**src/rtl/pio_sector_pkg.sv**
```systemverilog
package pio_sector_pkg;

    localparam int BUS_W = 16;

    // Task-file register addresses decoded by the drive
    localparam logic [2:0] REG_DATA    = 3'd0;
    localparam logic [2:0] REG_COUNT   = 3'd2;
    localparam logic [2:0] REG_LBA_LO  = 3'd3;
    localparam logic [2:0] REG_LBA_MID = 3'd4;
    localparam logic [2:0] REG_LBA_HI  = 3'd5;
    localparam logic [2:0] REG_SELECT  = 3'd6;
    localparam logic [2:0] REG_STATCMD = 3'd7;

    localparam logic [7:0] OP_READ  = 8'h20;
    localparam logic [7:0] OP_WRITE = 8'h30;

    localparam int BIT_BSY = 7;
    localparam int BIT_DRQ = 3;
    localparam int BIT_ERR = 0;

    localparam logic [2:0] STEP_CMD = 3'd5;

    typedef enum logic [3:0] {
        S_IDLE,
        S_RST_HOLD,
        S_TF_DRIVE,
        S_TF_STROBE,
        S_RECOVER,
        S_POLL,
        S_POLL_GAP,
        S_DATA_SETUP,
        S_DATA_STROBE,
        S_FINISH
    } eng_state_t;

endpackage

```
**src/rtl/pio_cycle_timer.sv**
```systemverilog
module pio_cycle_timer #(
    parameter int WIDTH = 8
) (
    input  logic             clk,
    input  logic             rst_n,
    input  logic             load,
    input  logic [WIDTH-1:0] load_val,
    output logic             last
);
    logic [WIDTH-1:0] cnt_q;

    always_ff @(posedge clk or negedge rst_n) begin
        if (!rst_n)
            cnt_q <= '0;
        else if (load)
            cnt_q <= load_val;
        else if (cnt_q != '0)
            cnt_q <= cnt_q - 1'b1;
    end

    assign last = (cnt_q == '0);
endmodule

```
**src/rtl/pio_taskfile_rom.sv**
```systemverilog
module pio_taskfile_rom
    import pio_sector_pkg::*;
(
    input  logic [2:0]  step,
    input  logic [27:0] lba,
    input  logic        dev_hi,
    input  logic        wr,
    output logic [2:0]  reg_addr,
    output logic [7:0]  reg_val
);
    always_comb begin
        unique case (step)
            3'd0: begin
                reg_addr = REG_SELECT;
                reg_val  = {3'b111, dev_hi, lba[27:24]};
            end
            3'd1: begin
                reg_addr = REG_LBA_HI;
                reg_val  = lba[23:16];
            end
            3'd2: begin
                reg_addr = REG_LBA_MID;
                reg_val  = lba[15:8];
            end
            3'd3: begin
                reg_addr = REG_LBA_LO;
                reg_val  = lba[7:0];
            end
            3'd4: begin
                reg_addr = REG_COUNT;
                reg_val  = 8'h01;
            end
            default: begin
                reg_addr = REG_STATCMD;
                reg_val  = wr ? OP_WRITE : OP_READ;
            end
        endcase
    end
endmodule

```
**src/rtl/pio_word_counter.sv**
```systemverilog
module pio_word_counter #(
    parameter int PAGE_W = 4,
    parameter int IDX_W  = 8
) (
    input  logic                    clk,
    input  logic                    rst_n,
    input  logic                    clear,
    input  logic [PAGE_W-1:0]       page,
    input  logic                    advance,
    output logic [PAGE_W+IDX_W-1:0] addr,
    output logic                    all_done
);
    localparam logic [IDX_W:0] FULL = {1'b1, {IDX_W{1'b0}}};

    logic [PAGE_W-1:0] page_q;
    logic [IDX_W:0]    cnt_q;

    always_ff @(posedge clk or negedge rst_n) begin
        if (!rst_n) begin
            page_q <= '0;
            cnt_q  <= '0;
        end else if (clear) begin
            page_q <= page;
            cnt_q  <= '0;
        end else if (advance) begin
            cnt_q  <= cnt_q + 1'b1;
        end
    end

    assign addr     = {page_q, cnt_q[IDX_W-1:0]};
    assign all_done = (cnt_q == FULL);
endmodule

```
**src/rtl/pio_sector_engine.sv**
```systemverilog
module pio_sector_engine
    import pio_sector_pkg::*;
#(
    parameter int CLK_HZ    = 50_000_000,
    parameter int STROBE_NS = 1000,
    parameter int RESET_US  = 10_000,
    parameter int PAGE_W    = 4,
    parameter int WORDS     = 256
) (
    input  logic                                 clk,
    input  logic                                 rst_n,
    input  logic                                 req_valid,
    input  logic                                 req_write,
    input  logic [1:0]                           req_dev,
    input  logic [31:0]                          req_lba,
    input  logic [PAGE_W-1:0]                    req_page,
    input  logic                                 reset_req,
    output logic                                 busy,
    output logic                                 done,
    output logic                                 error,
    output logic [2:0]                           ata_addr,
    output logic                                 ata_dior_n,
    output logic                                 ata_diow_n,
    output logic                                 ata_reset_n,
    output logic [15:0]                          ata_dout,
    output logic                                 ata_doe,
    input  logic [15:0]                          ata_din,
    output logic [PAGE_W+$clog2(WORDS)-1:0]      sram_addr,
    output logic                                 sram_we,
    output logic [15:0]                          sram_wdata,
    input  logic [15:0]                          sram_rdata
);
    localparam int CYC_PER_US = CLK_HZ / 1_000_000;
    localparam int STROBE_RAW = CYC_PER_US * STROBE_NS / 1000;
    localparam int STROBE_CYC = (STROBE_RAW < 1) ? 1 : STROBE_RAW;
    localparam int RESET_RAW  = CYC_PER_US * RESET_US;
    localparam int RESET_CYC  = (RESET_RAW < 1) ? 1 : RESET_RAW;
    localparam int TMR_W      = $clog2(RESET_CYC + 1);
    localparam int IDX_W      = $clog2(WORDS);

    eng_state_t state_q, state_d;

    logic        wr_q, dev_hi_q, in_data_q, error_q;
    logic [27:0] lba_q;
    logic [2:0]  step_q;
    logic        st_bsy_q, st_drq_q, st_err_q;
    logic        lba_top_unused;

    logic        tmr_load, tmr_last;
    logic [TMR_W-1:0] tmr_val;
    logic [2:0]  tf_addr;
    logic [7:0]  tf_val;
    logic        words_all;
    logic        accept;

    assign lba_top_unused = ^req_lba[31:28];
    assign accept = (state_q == S_IDLE) && !reset_req && req_valid;

    pio_cycle_timer #(.WIDTH(TMR_W)) u_timer (
        .clk      (clk),
        .rst_n    (rst_n),
        .load     (tmr_load),
        .load_val (tmr_val),
        .last     (tmr_last)
    );

    pio_taskfile_rom u_tf_rom (
        .step     (step_q),
        .lba      (lba_q),
        .dev_hi   (dev_hi_q),
        .wr       (wr_q),
        .reg_addr (tf_addr),
        .reg_val  (tf_val)
    );

    pio_word_counter #(.PAGE_W(PAGE_W), .IDX_W(IDX_W)) u_words (
        .clk      (clk),
        .rst_n    (rst_n),
        .clear    (accept),
        .page     (req_page),
        .advance  ((state_q == S_DATA_STROBE) && tmr_last),
        .addr     (sram_addr),
        .all_done (words_all)
    );

    // Timer reloads on every state change
    assign tmr_load = (state_d != state_q);
    assign tmr_val  = (state_d == S_RST_HOLD) ? TMR_W'(RESET_CYC - 1)
                                              : TMR_W'(STROBE_CYC - 1);

    // Next-state logic
    always_comb begin
        state_d = state_q;
        unique case (state_q)
            S_IDLE: begin
                if (reset_req)      state_d = S_RST_HOLD;
                else if (req_valid) state_d = S_TF_DRIVE;
            end
            S_RST_HOLD:    if (tmr_last) state_d = S_IDLE;
            S_TF_DRIVE:    state_d = S_TF_STROBE;
            S_TF_STROBE:   if (tmr_last) state_d = S_RECOVER;
            S_RECOVER:     state_d = S_POLL;
            S_POLL:        if (tmr_last) state_d = S_POLL_GAP;
            S_POLL_GAP: begin
                if (st_bsy_q)               state_d = S_POLL;
                else if (in_data_q)         state_d = words_all ? S_FINISH : S_DATA_SETUP;
                else if (step_q != STEP_CMD) state_d = S_TF_DRIVE;
                else if (st_drq_q)          state_d = S_DATA_SETUP;
                else                        state_d = S_POLL;
            end
            S_DATA_SETUP:  state_d = S_DATA_STROBE;
            S_DATA_STROBE: if (tmr_last) state_d = S_RECOVER;
            S_FINISH:      state_d = S_IDLE;
            default:       state_d = S_IDLE;
        endcase
    end

    // State register
    always_ff @(posedge clk or negedge rst_n) begin
        if (!rst_n) state_q <= S_IDLE;
        else        state_q <= state_d;
    end

    // Request, step and status registers
    always_ff @(posedge clk or negedge rst_n) begin
        if (!rst_n) begin
            wr_q      <= 1'b0;
            dev_hi_q  <= 1'b0;
            lba_q     <= '0;
            step_q    <= '0;
            in_data_q <= 1'b0;
            error_q   <= 1'b0;
            st_bsy_q  <= 1'b0;
            st_drq_q  <= 1'b0;
            st_err_q  <= 1'b0;
        end else begin
            if (accept) begin
                wr_q      <= req_write;
                dev_hi_q  <= (req_dev == 2'd1);
                lba_q     <= req_lba[27:0];
                step_q    <= '0;
                in_data_q <= 1'b0;
                error_q   <= 1'b0;
            end
            if ((state_q == S_POLL) && tmr_last) begin
                st_bsy_q <= ata_din[BIT_BSY];
                st_drq_q <= ata_din[BIT_DRQ];
                st_err_q <= ata_din[BIT_ERR];
            end
            if ((state_q == S_POLL_GAP) && !st_bsy_q) begin
                if (in_data_q) begin
                    if (words_all) error_q <= st_err_q;
                end else if (step_q != STEP_CMD) begin
                    step_q <= step_q + 1'b1;
                end else if (st_drq_q) begin
                    in_data_q <= 1'b1;
                end
            end
        end
    end

    // Outputs
    always_comb begin
        ata_addr   = REG_DATA;
        ata_dior_n = 1'b1;
        ata_diow_n = 1'b1;
        ata_doe    = 1'b0;
        ata_dout   = '0;
        sram_we    = 1'b0;
        unique case (state_q)
            S_TF_DRIVE, S_TF_STROBE: begin
                ata_addr   = tf_addr;
                ata_doe    = 1'b1;
                ata_dout   = {8'h00, tf_val};
                ata_diow_n = (state_q != S_TF_STROBE);
            end
            S_RECOVER, S_POLL, S_POLL_GAP: begin
                ata_addr   = REG_STATCMD;
                ata_dior_n = (state_q != S_POLL);
            end
            S_DATA_SETUP, S_DATA_STROBE: begin
                ata_addr = REG_DATA;
                if (wr_q) begin
                    ata_doe    = 1'b1;
                    ata_dout   = sram_rdata;
                    ata_diow_n = (state_q != S_DATA_STROBE);
                end else begin
                    ata_dior_n = (state_q != S_DATA_STROBE);
                    sram_we    = (state_q == S_DATA_STROBE) && tmr_last;
                end
            end
            default: begin
                ata_addr = REG_DATA;
            end
        endcase
    end

    assign ata_reset_n = (state_q != S_RST_HOLD);
    assign busy        = (state_q != S_IDLE);
    assign done        = (state_q == S_FINISH);
    assign error       = error_q;
    assign sram_wdata  = ata_din;
endmodule

```
**config.mk**
```make
export PLATFORM = sky130hd
export DESIGN_NAME = pio_sector_engine
export DESIGN_NICKNAME = d
export VERILOG_FILES = /design/src/rtl/pio_sector_pkg.sv /design/src/rtl/pio_cycle_timer.sv /design/src/rtl/pio_taskfile_rom.sv /design/src/rtl/pio_word_counter.sv /design/src/rtl/pio_sector_engine.sv
export SDC_FILE = /design/constraint.sdc
export NUM_CORES = 1
export LEC_CHECK = 0
export ABC_AREA = 1
export CAP_MARGIN = 30
export CORE_UTILIZATION = 49
export CTS_CLUSTER_SIZE = 10
export DETAILED_ROUTE_END_ITERATION = 7
export DONT_BUFFER_PORTS = 1
export GPL_TIMING_DRIVEN = 0
export PLACE_DENSITY_LB_ADDON = 0.1
export SETUP_SLACK_MARGIN = 0.05
export SLEW_MARGIN = 20
export SYNTH_ARGS = -nofsm -noshare
export SYNTH_HDL_FRONTEND = slang
export SYNTH_HIERARCHICAL = 1
export SYNTH_SLANG_ARGS = --single-unit
```
**constraint.sdc**
```tcl
create_clock -name clk -period 3.8 [get_ports clk]
set_clock_uncertainty 0.15 [all_clocks]
set_input_delay 0.38 -clock clk [delete_from_list [all_inputs] [get_ports clk]]
set_output_delay 0.38 -clock clk [all_outputs]
set_load 0.02 [all_outputs]
```
; ---- Word level (Yosys, flattened, before mapping)
; Cells that the tools add are included.
[word_totals]
regBits = 74
inputBits = 75
output_inout_bits = 55
word_cells = 99
[op_classes]
add_sub_neg = 3
n_eq_ne = 22
muxes = 43
reduce_logical = 18
[ops]
columns = op, n
row1 = 19-bit two-way mux, 3
row2 = 8-bit case mux with 5 select lines, 1
row3 = 4-bit two-way mux, 8
row4 = 16-bit case mux with 2 select lines, 1
row5 = 4-bit case mux with 8 select lines, 1
row6 = 19-bit zero test, 1
row7 = 19-bit nonzero test, 1
row8 = 19-bit by 1-bit subtractor with 19-bit output (second input constant), 1
row9 = 9-bit two-way mux, 2
row10 = 4-bit by 3-bit equality test with 1-bit output (second input constant), 4
row11 = 16-bit two-way mux, 1
row12 = 3-bit two-way mux, 5
row13 = 3-bit case mux with 5 select lines, 1
row14 = 1-bit two-way mux, 14
row15 = 9-bit by 1-bit adder with 9-bit output (second input constant), 1
row16 = 9-bit equality test (second input constant), 1
row17 = 4-bit by 1-bit equality test with 1-bit output (second input constant), 2
row18 = 4-bit by 2-bit equality test with 1-bit output (second input constant), 2
row19 = 4-bit equality test (second input constant), 2
row20 = 3-bit by 2-bit equality test with 1-bit output (second input constant), 2
row21 = 1-bit case mux with 2 select lines, 3
row22 = 3-bit case mux with 2 select lines, 1
row23 = 2-bit OR reduction, 3
row24 = 1-bit logical AND, 5
row25 = 18 further kinds, 20

; ---- Longest topological paths before layout
[logic_depth]
depth_word = 8
ltp_mapped = 17
depth_no_buf = 17

; ---- Hierarchy
; The synthesis kept the hierarchy.
[by_module_without_submodules]
columns = mod, n_inst, cells_per_inst, area_each_um2, seq_area_each_um2
row1 = pio_sector_engine, 1, 320, 2354.8, 1051.0
row2 = pio_cycle_timer, 1, 192, 1300.0, 475.5
row3 = pio_word_counter, 1, 91, 698.2, 325.3
row4 = pio_taskfile_rom, 1, 69, 337.8, 0.0

; ---- Worst setup path after synthesis
; Ideal clock, no wire load.
[synth_timing]
kind = register to register
from = register u_timer.cnt_q[0]
to = register u_timer.cnt_q[15]
setup_time_ps = 77
t_arrival_ps = 2733
required_ps = 3573
path_slack_ps = 840
stages_incl_launch_ff = 16
n_path_buf = 1
path_cell_list = dfrtp_1 -> inv_1 -> ha_1 -> nand2_2 -> nor2_8 -> nand2_1 -> nor4_1 -> nor2_1 -> nand2_1 -> nand3_1 -> nand2_1 -> nand4_1 -> inv_1 -> clkbuf_1 -> nand3_1 -> a21oi_1
[synth_lines]
columns = item, line_no
row1 = from (decl), pio_cycle_timer.sv:10  ; logic [WIDTH-1:0] cnt_q;
row2 = from (signal assigned), pio_cycle_timer.sv:16  ; cnt_q <= load_val;
row3 = from (signal assigned), pio_cycle_timer.sv:18  ; cnt_q <= cnt_q - 1'b1;
row4 = 19-bit zero test *, pio_cycle_timer.sv:21  ; assign last = (cnt_q == '0);
row5 = net tmr_last, pio_sector_engine.sv:49  ; logic tmr_load, tmr_last;
row6 = "4-bit two-way mux, on equally long branches", --
row7 = 4-bit case mux with 8 select lines *, pio_sector_engine.sv:94  ; unique case (state_q)
row8 = net state_d[1], pio_sector_engine.sv:41  ; eng_state_t state_q, state_d;
row9 = 4-bit != test *, pio_sector_engine.sv:87  ; assign tmr_load = (state_d != state_q);
row10 = net tmr_load, pio_sector_engine.sv:49
row11 = 19-bit two-way mux / 2-bit nonzero test (equally long branches), --
; Mark *: on every way through the listed nets, which the timed path passes. The rest lies on a longest branch. The select of a mux whose other input is x is not followed.
; A chain may end at the register's enable or synchronous reset.

; ---- Final worst setup path
[layout_timing]
from = register u_timer.cnt_q[0]
to = register u_timer.cnt_q[14]
; The elaborated chain is that of the path after synthesis.

==> results.md <==
- Mapped Cells: 672
- Synth Register Bits: 74
- Detail Placement HPWL: 8410 um
- Finished Layout Cells: 844
- CP arrival: 3.55 ns
- Most common cell after layout, fill and taps aside: nand2_1
- RSZ-0062 raised after global routing: false
- # diodes: 0
- Vias per Instance: 5.03
- Worst-margin pin slew: 0.798 ns
- Top Ports: 130
- Layout area overhead: 13.5%
- CTS tree: yes
- Total power: 1.87 mW
- Worst Setup End Kind: flip-flop
- Switching part of the total: 28.4%
- Gpl congestion: 0.915
- Post-synthesis sequential area ratio: 39.5%
- Largest stage delay, worst path: 0.43 ns
- Most frequent cells in the layout: 241 x nand2_1, 74 x dfrtp_1, 65 x inv_1
- Clock buffer depth: 2
- Post-Route WL: 11,100 um
- Clk pin slew, worst setup/hold paths: 0.08 ns
- Postcts setup bufs: 0
- Initial DRC count: 246
- Drt wl/cell: 13.2 um
- Total GRT Usage: 23.3%
- Setup ws final: 0.355 ns
- H-tree levels: 3
- Total gr overflow: 0
- Clock buffer count from CTS: 9
- Critical R2R Launch: u_timer/cnt_q[0]
- Most used cell, CP: nand2_1
- Sequential power share: 49.2%
- Kind of critical path: reg2reg
- Die W: 99.8 um
- Antenna violations before repair: 0
- Core Rows: 35
- Power Density: 350 nW/um2
- Die Y: 99.8 um
- Hold Fails Final Rpt: 0
- Buf+Inv Stages, Crit Path: 3
- Critical Path RT: 3.91 ns
- Initial DRT Pass Iterations: 4
- Fin crit share: 90.7%
- Final net count: 791
- Number of synthesized flops with an enable pin: 0
- Slew Limit Fails: 0
- Total internal power: 1.33 mW
- Worst Hold Launch: req_lba[11]
- Critical path's top delay family: simple AND/OR/NAND/NOR gates
- Status: completed
- Via count: 4,249
- Crit-path cells: inv_1 > ha_1 > nand2_2 > nor2_8 > nand2_1 > nor4_2 > nor2_1 > nand2_1 > nand3_1 > nand2_1 > nand4_1 > inv_1 > clkbuf_2 > nand3_1 > a21oi_1
- Combinational Power Share: 15.4%
- Post-synth ARST share: 100%
- Placed cells: 808
- Post-synthesis instance area: 4690 um2
- Die Area: 9970 um2
- Fmax achieved: 290 MHz
- CP max FO: 10
- Ys Warns: 6
- Max-slew headroom: 46.5%
- Root buffer cell: clkbuf_8
- Clock power frac: 35.4%
- Vias in the first global route: 4,033
- Largest net degree at the start of global routing: 75
- Leakage power: 2.86 nW
- Switching pwr: 0.530 mW
- First-pass GRT wire length: 18,400 um
- Final ANT Viol Nets: 0
- Slowest cell on crit path: nor4_2
- Synth unique cells: 34
- Worst setup path start: u_timer/cnt_q[0]
- Endpoints failing setup: 0
- Max-cap violations: 0
- Layout cells sized above 1: 13.4%
- Mean Syn Cell Area: 6.98 um2
- Minimum clock period: 3.45 ns
- Maximum vdd drop: 0.176 mV
- Worst skew pair latency: 0.33 ns
- Final routed DRC violation total: 0
- Hold crit path type: in2reg
- Startpoint types: flip-flop
- Port Buffers: 0
- CORE AREA: 9240 um2
- Pre-CTS setup slack: -0.0380 ns
- Ys flop type: dfrtp_1
- Clock sinks: 74
- Starting Density: 50.8%
synth_stat cells (2+ instances only):
| cell | number | area, um2 |
|---|---|---|
| a21oi_1 | 12 | 60.1 |
| buf_2 | 2 | 10.0 |
| buf_4 | 29 | 218 |
| buf_6 | 5 | 56.3 |
| clkbuf_1 | 6 | 22.5 |
| conb_1 | 2 | 7.51 |
| dfrtp_1 | 74 | 1850 |
| ha_1 | 5 | 62.6 |
| inv_1 | 65 | 244 |
| inv_2 | 11 | 41.3 |
| nand2_1 | 241 | 905 |
| nand2_2 | 11 | 68.8 |
| nand2_4 | 2 | 22.5 |
| nand3_1 | 52 | 260 |
| nand3b_1 | 2 | 15.0 |
| nand4_1 | 29 | 181 |
| nor2_1 | 61 | 229 |
| nor2_2 | 8 | 50.1 |
| nor2_4 | 6 | 67.6 |
| nor3_1 | 3 | 15.0 |
| o21ai_0 | 19 | 95.1 |
| o21ai_1 | 10 | 50.1 |
| xnor2_1 | 5 | 43.8 |
| xor2_1 | 2 | 17.5 |
flip-flops by register name, summed over array words and instances (netlist names):
| register | cells |
|---|---|
| dev_hi_q | 1 |
| lba_q | 28 |
| u_words/cnt_q | 9 |
| wr_q | 1 |
| step_q | 3 |
| st_err_q | 1 |
| u_timer/cnt_q | 19 |
| in_data_q | 1 |
| error | 1 |
| state_q | 4 |
| u_words/page_q | 4 |
| st_bsy_q | 1 |
| st_drq_q | 1 |
final timing paths:
path,to,slack (ns),cells past startpoint
max,u_timer/cnt_q[14],0.35,15
min,lba_q[11],0.02,2
max reg2reg,u_timer/cnt_q[14],0.35,15
min reg2reg,lba_q[27],0.33,2
max in group asynchronous,u_words/cnt_q[6],2.75,2
min in group asynchronous,u_timer/cnt_q[10],0.44,2
stage by stage:
| stage | util, % | cell area, um2 | TNS (ns) | hold WS [ns] |
|---|---|---|---|---|
| after floorplan | - | 4720 | 0 | -0.0656 |
| after global placement | 52.8 | 4880 | 0 | -0.0630 |
| after detailed placement | 52.9 | 4880 | -0.0896 | -0.0635 |
| after CTS | 57.5 | 5310 | 0 | 0.00174 |
| after global routing | 57.6 | 5330 | 0 | 0.000676 |
| final | 57.6 | 5330 | 0 | 0.0207 |
what timing repair did:
action	4_1_cts	5_1_grt
endpoints found under the hold margin	92	1
hold buffers	20	1
resized for setup	1	2
endpoints found under the setup margin	10	10
area by class of cell:
type                       instances  area, um2
buffer                            42        308
clock buffer                      10        128
clock inverter                     5       78.8
fill                             890       3920
inverter                          76        285
multi-input combinational        487       2280
sequential                        74       1850
tap                              129        161
timing repair buffer              21        228
power by group through the flow:
| stage | sequential, mW | clock [mW] | combinational (mW) |
|---|---|---|---|
| 2_1_floorplan | 0.915 | 0 | 0.218 |
| 3_3_place_gp | 0.930 | 0 | 0.245 |
| 3_5_place_dp | 0.930 | 0 | 0.252 |
| 4_1_cts | 0.915 | 0.677 | 0.289 |
| 5_1_grt | 0.925 | 0.715 | 0.330 |
| 6_report | 0.917 | 0.661 | 0.288 |
per-layer routing:
metal | part of all wire [%] | global-route usage, % | vias up
met5 | 0 | 0 | -
met4 | 1.5 | 8.37 | 0
met3 | 3.5 | 3.90 | 14
met2 | 52 | 41.5 | 87
met1 | 43 | 28.4 | 1994
li1 | - | - | 2154
cells by family after synthesis:
family	synth area share (%)
and+or+nand+nor	40.1
buffers and inverters	12.6
DFF	39.5
AOI/OAI and AO/OA	4.99
xor gates and xnor gates	1.31
adders and majority gates	1.33
other	0.160
Note: power is estimated with default switching activity, not from simulation.
